`config.mk`:
```
export PLATFORM = sky130hd
export DESIGN_NAME = ps2_regif
export DESIGN_NICKNAME = d
export VERILOG_FILES = /design/src/rtl/ps2_regif_pkg.sv /design/src/rtl/ps2_rx_hold.sv /design/src/rtl/ps2_parity.sv /design/src/rtl/ps2_irq_gen.sv /design/src/rtl/ps2_regif.sv
export SDC_FILE = /design/constraint.sdc
export NUM_CORES = 1
export LEC_CHECK = 0
export ABC_AREA = 1
export BUFFER_PORTS_ARGS = -buffer_cell sky130_fd_sc_hd__buf_2
export CAP_MARGIN = 10
export CORE_ASPECT_RATIO = 0.8
export CORE_MARGIN = 5
export CORE_UTILIZATION = 56
export CTS_CLUSTER_DIAMETER = 200
export DETAILED_ROUTE_END_ITERATION = 8
export PLACE_DENSITY_LB_ADDON = 0.08
export SLEW_MARGIN = 10
export SYNTH_ARGS = -nofsm -noshare
export SYNTH_HDL_FRONTEND = slang
export SYNTH_SLANG_ARGS = --single-unit
```
`constraint.sdc`:
```
create_clock -name clk -period 1.9 [get_ports clk]
set_clock_uncertainty 0.2 [all_clocks]
set_input_delay 0.38 -clock clk [delete_from_list [all_inputs] [get_ports clk]]
set_output_delay 0.38 -clock clk [all_outputs]
set_load 0.005 [all_outputs]
```
`src/rtl/ps2_regif_pkg.sv`:
```
package ps2_regif_pkg;

    // word indices inside the register window
    localparam int OFF_CTRL   = 0;
    localparam int OFF_STAT   = 1;
    localparam int OFF_DATA   = 2;
    localparam int OFF_CLKDIV = 3;
    localparam int OFF_INTST  = 4;

    // status bit positions
    localparam int ST_TX_EMPTY = 6;
    localparam int ST_RX_FULL  = 4;
    localparam int ST_PARITY   = 2;

    // control bit positions
    localparam int CTRL_RX_IE = 4;
    localparam int CTRL_FORCE = 3;

    // interrupt-status bit positions
    localparam int IS_PENDING = 0;
    localparam int IS_FIXED   = 1;

    localparam int ID_COUNT = 8;

    function automatic logic [7:0] id_byte(input logic [2:0] idx);
        logic [7:0] v;
        case (idx)
            3'd0: v = 8'h50;
            3'd1: v = 8'h10;
            3'd2: v = 8'h04;
            3'd3: v = 8'h00;
            3'd4: v = 8'h0D;
            3'd5: v = 8'hF0;
            3'd6: v = 8'h05;
            default: v = 8'hB1;
        endcase
        return v;
    endfunction

endpackage

```
`src/rtl/ps2_rx_hold.sv`:
```
module ps2_rx_hold #(
    parameter int BYTE_W = 8
) (
    input  logic              clk,
    input  logic              rst_n,
    input  logic              rx_valid,
    input  logic [BYTE_W-1:0] rx_data,
    input  logic              consume,
    output logic              rx_ready,
    output logic              pending,
    output logic [BYTE_W-1:0] hold_byte,
    output logic [BYTE_W-1:0] last_byte
);

    typedef struct packed {
        logic              pend;
        logic [BYTE_W-1:0] hold;
        logic [BYTE_W-1:0] last;
    } hold_t;

    hold_t st_d, st_q;

    always_comb begin
        st_d = st_q;
        if (st_q.pend) begin
            if (consume) begin
                st_d.last = st_q.hold;
                st_d.pend = 1'b0;
            end
        end else if (rx_valid) begin
            st_d.hold = rx_data;
            st_d.pend = 1'b1;
        end
    end

    always_ff @(posedge clk) begin
        if (!rst_n) st_q <= '0;
        else        st_q <= st_d;
    end

    assign rx_ready  = !st_q.pend;
    assign pending   = st_q.pend;
    assign hold_byte = st_q.hold;
    assign last_byte = st_q.last;

endmodule

```
`src/rtl/ps2_parity.sv`:
```
module ps2_parity #(
    parameter int W = 8
) (
    input  logic [W-1:0] din,
    output logic         odd
);

    logic [W-1:0] acc;

    assign acc[0] = din[0];
    for (genvar i = 1; i < W; i++) begin : g_chain
        assign acc[i] = acc[i-1] ^ din[i];
    end

    assign odd = acc[W-1];

endmodule

```
`src/rtl/ps2_irq_gen.sv`:
```
module ps2_irq_gen (
    input  logic pending,
    input  logic rx_ie,
    input  logic force_on,
    output logic irq
);

    assign irq = (pending && rx_ie) || force_on;

endmodule

```
`src/rtl/ps2_regif.sv`:
```
module ps2_regif
    import ps2_regif_pkg::*;
#(
    parameter int ADDR_W = 12,
    parameter int DATA_W = 32,
    parameter int BYTE_W = 8
) (
    input  logic              clk,
    input  logic              rst_n,
    input  logic [ADDR_W-1:0] bus_addr,
    input  logic              bus_rd,
    input  logic              bus_wr,
    input  logic [DATA_W-1:0] bus_wdata,
    output logic [DATA_W-1:0] bus_rdata,
    output logic              irq,
    input  logic              rx_valid,
    input  logic [BYTE_W-1:0] rx_data,
    output logic              rx_ready,
    output logic              tx_valid,
    output logic [BYTE_W-1:0] tx_data
);

    localparam int WORD_W = ADDR_W - 2;
    localparam int ID_LSB = 5;

    typedef struct packed {
        logic [DATA_W-1:0] ctrl;
        logic [DATA_W-1:0] clkdiv;
        logic [DATA_W-1:0] rdata;
        logic              txv;
        logic [BYTE_W-1:0] txd;
    } regs_t;

    regs_t st_d, st_q;

    logic [WORD_W-1:0] word;
    logic              id_hit;
    logic              sel_ctrl, sel_stat, sel_data, sel_clkdiv, sel_intst;
    logic              consume;
    logic              pending;
    logic [BYTE_W-1:0] hold_byte, last_byte;
    logic              par_odd;
    logic [DATA_W-1:0] rd_mux;
    logic [DATA_W-1:0] ctrl_q;
    logic              unused_lo;

    assign unused_lo = ^bus_addr[1:0];
    assign word      = bus_addr[ADDR_W-1:2];
    assign id_hit    = &bus_addr[ADDR_W-1:ID_LSB];

    assign sel_ctrl   = !id_hit && (word == WORD_W'(OFF_CTRL));
    assign sel_stat   = !id_hit && (word == WORD_W'(OFF_STAT));
    assign sel_data   = !id_hit && (word == WORD_W'(OFF_DATA));
    assign sel_clkdiv = !id_hit && (word == WORD_W'(OFF_CLKDIV));
    assign sel_intst  = !id_hit && (word == WORD_W'(OFF_INTST));

    assign consume = bus_rd && sel_data && pending;

    ps2_rx_hold #(.BYTE_W(BYTE_W)) rx_i (
        .clk       (clk),
        .rst_n     (rst_n),
        .rx_valid  (rx_valid),
        .rx_data   (rx_data),
        .consume   (consume),
        .rx_ready  (rx_ready),
        .pending   (pending),
        .hold_byte (hold_byte),
        .last_byte (last_byte)
    );

    ps2_parity #(.W(BYTE_W)) par_i (
        .din (last_byte),
        .odd (par_odd)
    );

    ps2_irq_gen irq_i (
        .pending  (pending),
        .rx_ie    (st_q.ctrl[CTRL_RX_IE]),
        .force_on (st_q.ctrl[CTRL_FORCE]),
        .irq      (irq)
    );

    // read value selection
    always_comb begin
        rd_mux = '0;
        if (id_hit) begin
            rd_mux[7:0] = id_byte(bus_addr[4:2]);
        end else if (sel_ctrl) begin
            rd_mux = st_q.ctrl;
        end else if (sel_stat) begin
            rd_mux[ST_TX_EMPTY] = 1'b1;
            rd_mux[ST_RX_FULL]  = pending;
            rd_mux[ST_PARITY]   = par_odd;
        end else if (sel_data) begin
            rd_mux[BYTE_W-1:0] = pending ? hold_byte : last_byte;
        end else if (sel_clkdiv) begin
            rd_mux = st_q.clkdiv;
        end else if (sel_intst) begin
            rd_mux[IS_PENDING] = pending;
            rd_mux[IS_FIXED]   = 1'b1;
        end
    end

    always_comb begin
        st_d     = st_q;
        st_d.txv = 1'b0;
        if (bus_wr) begin
            if (sel_ctrl)   st_d.ctrl   = bus_wdata;
            if (sel_clkdiv) st_d.clkdiv = bus_wdata;
            if (sel_data) begin
                st_d.txv = 1'b1;
                st_d.txd = bus_wdata[BYTE_W-1:0];
            end
        end
        if (bus_rd) st_d.rdata = rd_mux;
    end

    always_ff @(posedge clk) begin
        if (!rst_n) st_q <= '0;
        else        st_q <= st_d;
    end

    assign bus_rdata = st_q.rdata;
    assign tx_valid  = st_q.txv;
    assign tx_data   = st_q.txd;
    assign ctrl_q    = st_q.ctrl;

endmodule

```
**Word-level counts from Yosys, hierarchy flattened**

Index checks and enable logic that the tools add are counted.

- Bits in registers: 122
- Output and inout port bits: 43

- Multiplexer cells: 21
- Reduce and logical (&&, ||, !) cells: 20
- Bitwise gates (word level): 8
- Eq/ne operators: 10

Operators with widths:

| kind | count |
|---|---|
| 8-bit one-hot mux with 7 select lines | 1 |
| 24-bit 2-to-1 mux | 2 |
| 32-bit 2-to-1 mux | 1 |
| 30-bit 2-to-1 mux | 1 |
| 25-bit 2-to-1 mux | 1 |
| 8-bit 2-to-1 mux | 3 |
| 10-bit by 2-bit equality test with 1-bit output, second input constant | 2 |
| 9-bit 2-to-1 mux | 2 |
| 2-bit AND reduction | 6 |
| 10-bit by 1-bit equality test with 1-bit output, second input constant | 1 |
| 10-bit by 3-bit equality test with 1-bit output, second input constant | 1 |
| 10-bit logical NOT | 1 |
| 3-bit equality test, second input constant | 3 |
| 1-bit logical AND | 8 |
| 1-bit 2-to-1 mux | 7 |
| 7-bit AND reduction | 1 |
| 1-bit bitwise XOR | 7 |
| 3-bit by 2-bit equality test with 1-bit output, second input constant | 2 |
| 2-bit 2-to-1 mux | 3 |
| 3-bit by 1-bit equality test with 1-bit output, second input constant | 1 |
| 3-bit logical NOT | 1 |
| 1-bit logical NOT | 2 |
| 1-bit logical OR | 1 |
| 1-bit NOT | 1 |

**Depth between registers and ports, before layout**

- Depth in word-level cells: 10
- Gate-level depth with buffers: 12
- Depth with buffers taken out: 12

**Modules after synthesis**

From an unflattened synthesis, not the netlist that was laid out.

- Cells, all modules: 770
- Area total of the unflattened synthesis: 5582.9 um^2

By module, submodules not included:

| module | instances | area each (um^2) | sequential area each (um^2) | cells each |
|---|---|---|---|---|
| ps2_regif | 1 | 4773.3 | 2102.0 | 649 |
| ps2_rx_hold | 1 | 666.9 | 340.3 | 90 |
| ps2_parity | 1 | 131.4 | 0.0 | 28 |
| ps2_irq_gen | 1 | 11.3 | 0.0 | 3 |

**Worst setup path after synthesis**

Ideal clock, no wire load.

- Path kind: input -> register
- Start point: in bus_addr[4]
- End point: reg st_q[58] (netlist bit)
- Path buffers: 2
- Stages on the path: 8
- Slack: 0.252 ns
- Arrival: 1.302 ns
- Setup time: 0.146 ns
- Required time: 1.554 ns
- Cell sequence: buf_2 -> inv_1 -> nand2_4 -> nor2_8 -> nand3_4 -> buf_2 -> nor2_1 -> a211oi_2

- Cells in the longest elaborated chain, start to end: 3

RTL lines:

| item | RTL line | RTL |
|---|---|---|
| start, declared | ps2_regif.sv:10 | `input logic [ADDR_W-1:0] bus_addr,` |
| 10-bit by 2-bit equality test with 1-bit output | ps2_regif.sv:54 | `assign sel_clkdiv = !id_hit && (word == WORD_W'(OFF_CLKDIV));` |
| 1-bit logical AND | ps2_regif.sv:54 |  |
| 2-bit AND reduction (no line) | - |  |
| end signal, assigned | ps2_regif.sv:120 | `else st_q <= st_d;` |
| end, declared | ps2_regif.sv:34 | `regs_t st_d, st_q;` |

Every way passes these cells.
A chain may end at the register's enable or synchronous reset.

**Worst setup path after layout**

- Start point: reg rx_i.st_q (netlist bit rx_i.pending)
- End point: out irq

- Cells in the longest elaborated chain, start to end: 2

RTL lines:

| item | RTL line | RTL |
|---|---|---|
| start, declared | ps2_rx_hold.sv:21 | `hold_t st_d, st_q;` |
| start signal, assigned | ps2_rx_hold.sv:38 | `else st_q <= st_d;` |
| 1-bit logical AND | ps2_irq_gen.sv:8 | `assign irq = (pending && rx_ie) \|\| force_on;` |
| 1-bit logical OR | ps2_irq_gen.sv:8 |  |
| end, declared | ps2_regif.sv:15 | `output logic irq,` |

Every way passes these cells.

==> results.yml <==
grt:
  grt_pass1_wl_mm: 22.88
  grt_pass1_vias: 4864
  grt_max_degree: 41
  track_usage_pct: 22.50
  antenna_found_initial: 0
  grt-ovfl-total: 0
cells_and_area:
  nets: 878
  area_growth_pct: 15.64
  n_antenna_cell: 0
  final_layout_size_suffix_gt1_share_pct: 28.06
  utilization_pct: 66.23
  stdcell_area_sq_um: 6782
critical_path:
  worst-path-buf-inv: 2
  worstSetupStartpoint: "rx_i.pending"
  path_class: "reg -> out"
  crit_path_cell_trace: "buf_4 > a21o_1 > buf_2"
  critPathMaxStageDelay_ns: 0.31
  cp_max_fo: 13
  crit_path_top_delay_cell: "dfxtp_1"
  reg2reg_from: "rx_i.pending"
  start_kind: "flop"
  worstPathArrival_ns: 1.26
  cp_data_required_time_ns: 1.32
  cp_top_family: "buffers and inverters"
  cp-end-kind: "primary output"
routing:
  route.final.wire_length_mm: 13.91
  drc: 0
  dr.pass1.iters: 5
  vias: 4983
  first_iter_violations: 267
  avgRoutedWirePerCell_microns: 14.28
  ant_nets: 0
  viasPerCell: 5.116
logic_synthesis:
  synth_top_cell_area_share_pct: 41.65
  synth_top_area_cell: "dfxtp_1"
  ys_ff_latch: 122
  postSynthAreaPerCell_sq_um: 7.696
  netlist_top_cells_area: "dfxtp_1, nand2_1, nor2_1, a211oi_2, buf_4"
  synthCells: 762
  yosysWarnings: 0
  synth_nets: 819
  syn_area_sq_um: 5864
  ys_seq_area_share_pct: 41.65
  yosysUniqueCellTypes: 34
timing:
  fin_crit_sh_pct: 96.95
  maxSlewViolCount: 0
  max_slew_margin_pct: 56.65
  final_hold_viol_count: 0
  finalSetupViolations: 0
  holdWs_ns: 0.007394
  max_freq_ghz: 0.5429
  min_period_ns: 1.842
  rsz0062_at_grt: "false"
  worstMarginPinSlew_ns: 0.6494
die:
  die_h_microns: 101.5
  core-area_sq_um: 10240
  initial_utilization_pct: 57.27
  dieArea_sq_um: 12630
  num_rows: 33
  die_w_microns: 124.4
  ioPinCount: 100
outcome:
  outcome: "finished, final reports clean"
clock_network:
  postCtsSetupRepairBufs: 0
  cts.sinks: 122
  hold_buffers: 0
  cts_tree: "yes"
  cts.clk_slew.worst_paths_ns: 0.05
  clockRootBuffer: "clkbuf_16"
  numCtsBuffers: 17
  post_cts_resized: 0
  h-tree-depth: 4
  clk_latency_ns: 0.41
  cts_buffer_depth: 2
worst_hold_path:
  worstHoldPathType: "in -> reg"
  hp-start: "bus_wdata[14]"
flow_run:
  maxCapViolCount: 0
pwr:
  p_leak_nw: 2.830
  power_density_nw_per_um2: 867.3
  vdd_drop_max_v: 0.0007740
placed_design:
  gp_congestion: 0.8303
  dp_hpwl_mm: 9.560
  port_buffers: 97
  place_area_sq_um: 6225
synth_stat cells:
master	n
o21ai_1	37
xnor2_1	1
nor3_2	1
clkinv_2	2
nor3b_1	1
nand4_1	5
nand3_4	4
inv_2	4
o221ai_1	2
a21o_1	1
nor2_8	1
o22ai_1	2
nor2_1	133
nor4_2	1
clkbuf_1	13
inv_4	1
o211ai_1	1
buf_2	13
buf_1	2
o21ai_0	54
buf_4	42
dfxtp_1	122
buf_6	10
clkinv_1	1
nand2_1	133
nand2_2	4
inv_1	66
a211oi_2	36
a21oi_2	20
nand3_1	20
nand2_4	2
nor2_4	3
nor2_2	3
a21oi_1	21
kinds of logic (layout without fill, tap and decap cells):
family | after synthesis | in the layout | synth area share (%)
DFF | 122 | 122 | 41.65
buffers and inverters | 154 | 226 | 14.19
and+or+nand+nor | 311 | 311 | 23.02
AOI/OAI and AO/OA | 174 | 174 | 20.99
xor gates and xnor gates | 1 | 1 | 0.1494
area by class of cell:
type | count | area, sq um
fill | 920 | 3458
multi-input combinational | 486 | 2590
timing repair buffer | 120 | 733.2
inverter | 74 | 284.0
sequential | 122 | 2442
clock buffer | 20 | 456.7
tap | 140 | 175.2
clock inverter | 12 | 100.1
layer usage:
metal  vias to the layer above  share of wire (%)  routed length (microns)  GRT usage (%)
met2                       163                 46                     6411          37.87
met1                      2264                 46                     6337          28.37
met3                        22                6.7                      933          5.271
li1                       2534                  -                        -              -
met4                         0                1.6                      228          8.846
met5                         -                  0                        0              0
report_power, final:
group	total (W)	internal (W)	switching, W
sequential	0.00260	0.00258	0.0000140
combinational	0.000307	0.000102	0.000205
clock	0.00298	0.00185	0.00113
worst min-delay path: stages:
cell and delay (ns):
buf_2 0.09, nor2_1 0.04, nor2_1 0.08
placed cells by master (no fill, tap or decap), types with 20 or more instances in the layout:
master    count
nand3_1      20
a21oi_2      20
buf_2        97
inv_1        65
a211oi_2     36
dfxtp_1     122
o21ai_0      54
nor2_1      133
o21ai_1      37
nand2_1     133
a21oi_1      21
sequential cells by signal (all words and copies together) (netlist names):
name / flops
bus_rdata: 32
ctrl_q: 32
st_q: 32
rx_i.hold_byte: 8
rx_i.last_byte: 8
tx_data: 8
rx_i.pending: 1
tx_valid: 1
stage by stage:
step | setup slack, ns | power [W] | instances | setup TNS, ns
after floorplan | 0.2516 | 0.002815 | 762 | 0
after global placement | -0.02009 | 0.002952 | 942 | -0.3741
after detailed placement | -0.04540 | 0.002956 | 942 | -0.8158
after CTS | 0.05501 | 0.005918 | 974 | 0
after global routing | 0.01159 | 0.006068 | 974 | 0
final | 0.05802 | 0.005881 | 974 | 0
worst paths after layout:
check                                     to  slack [ns]  cells after the start
worst min register to register    tx_data[2]        0.24                      2
worst max register to register  bus_rdata[0]        0.29                      7
worst max-delay path                     irq        0.06                      3
worst min-delay path              ctrl_q[14]       0.007                      3
Power figures use the tool's default switching activity.
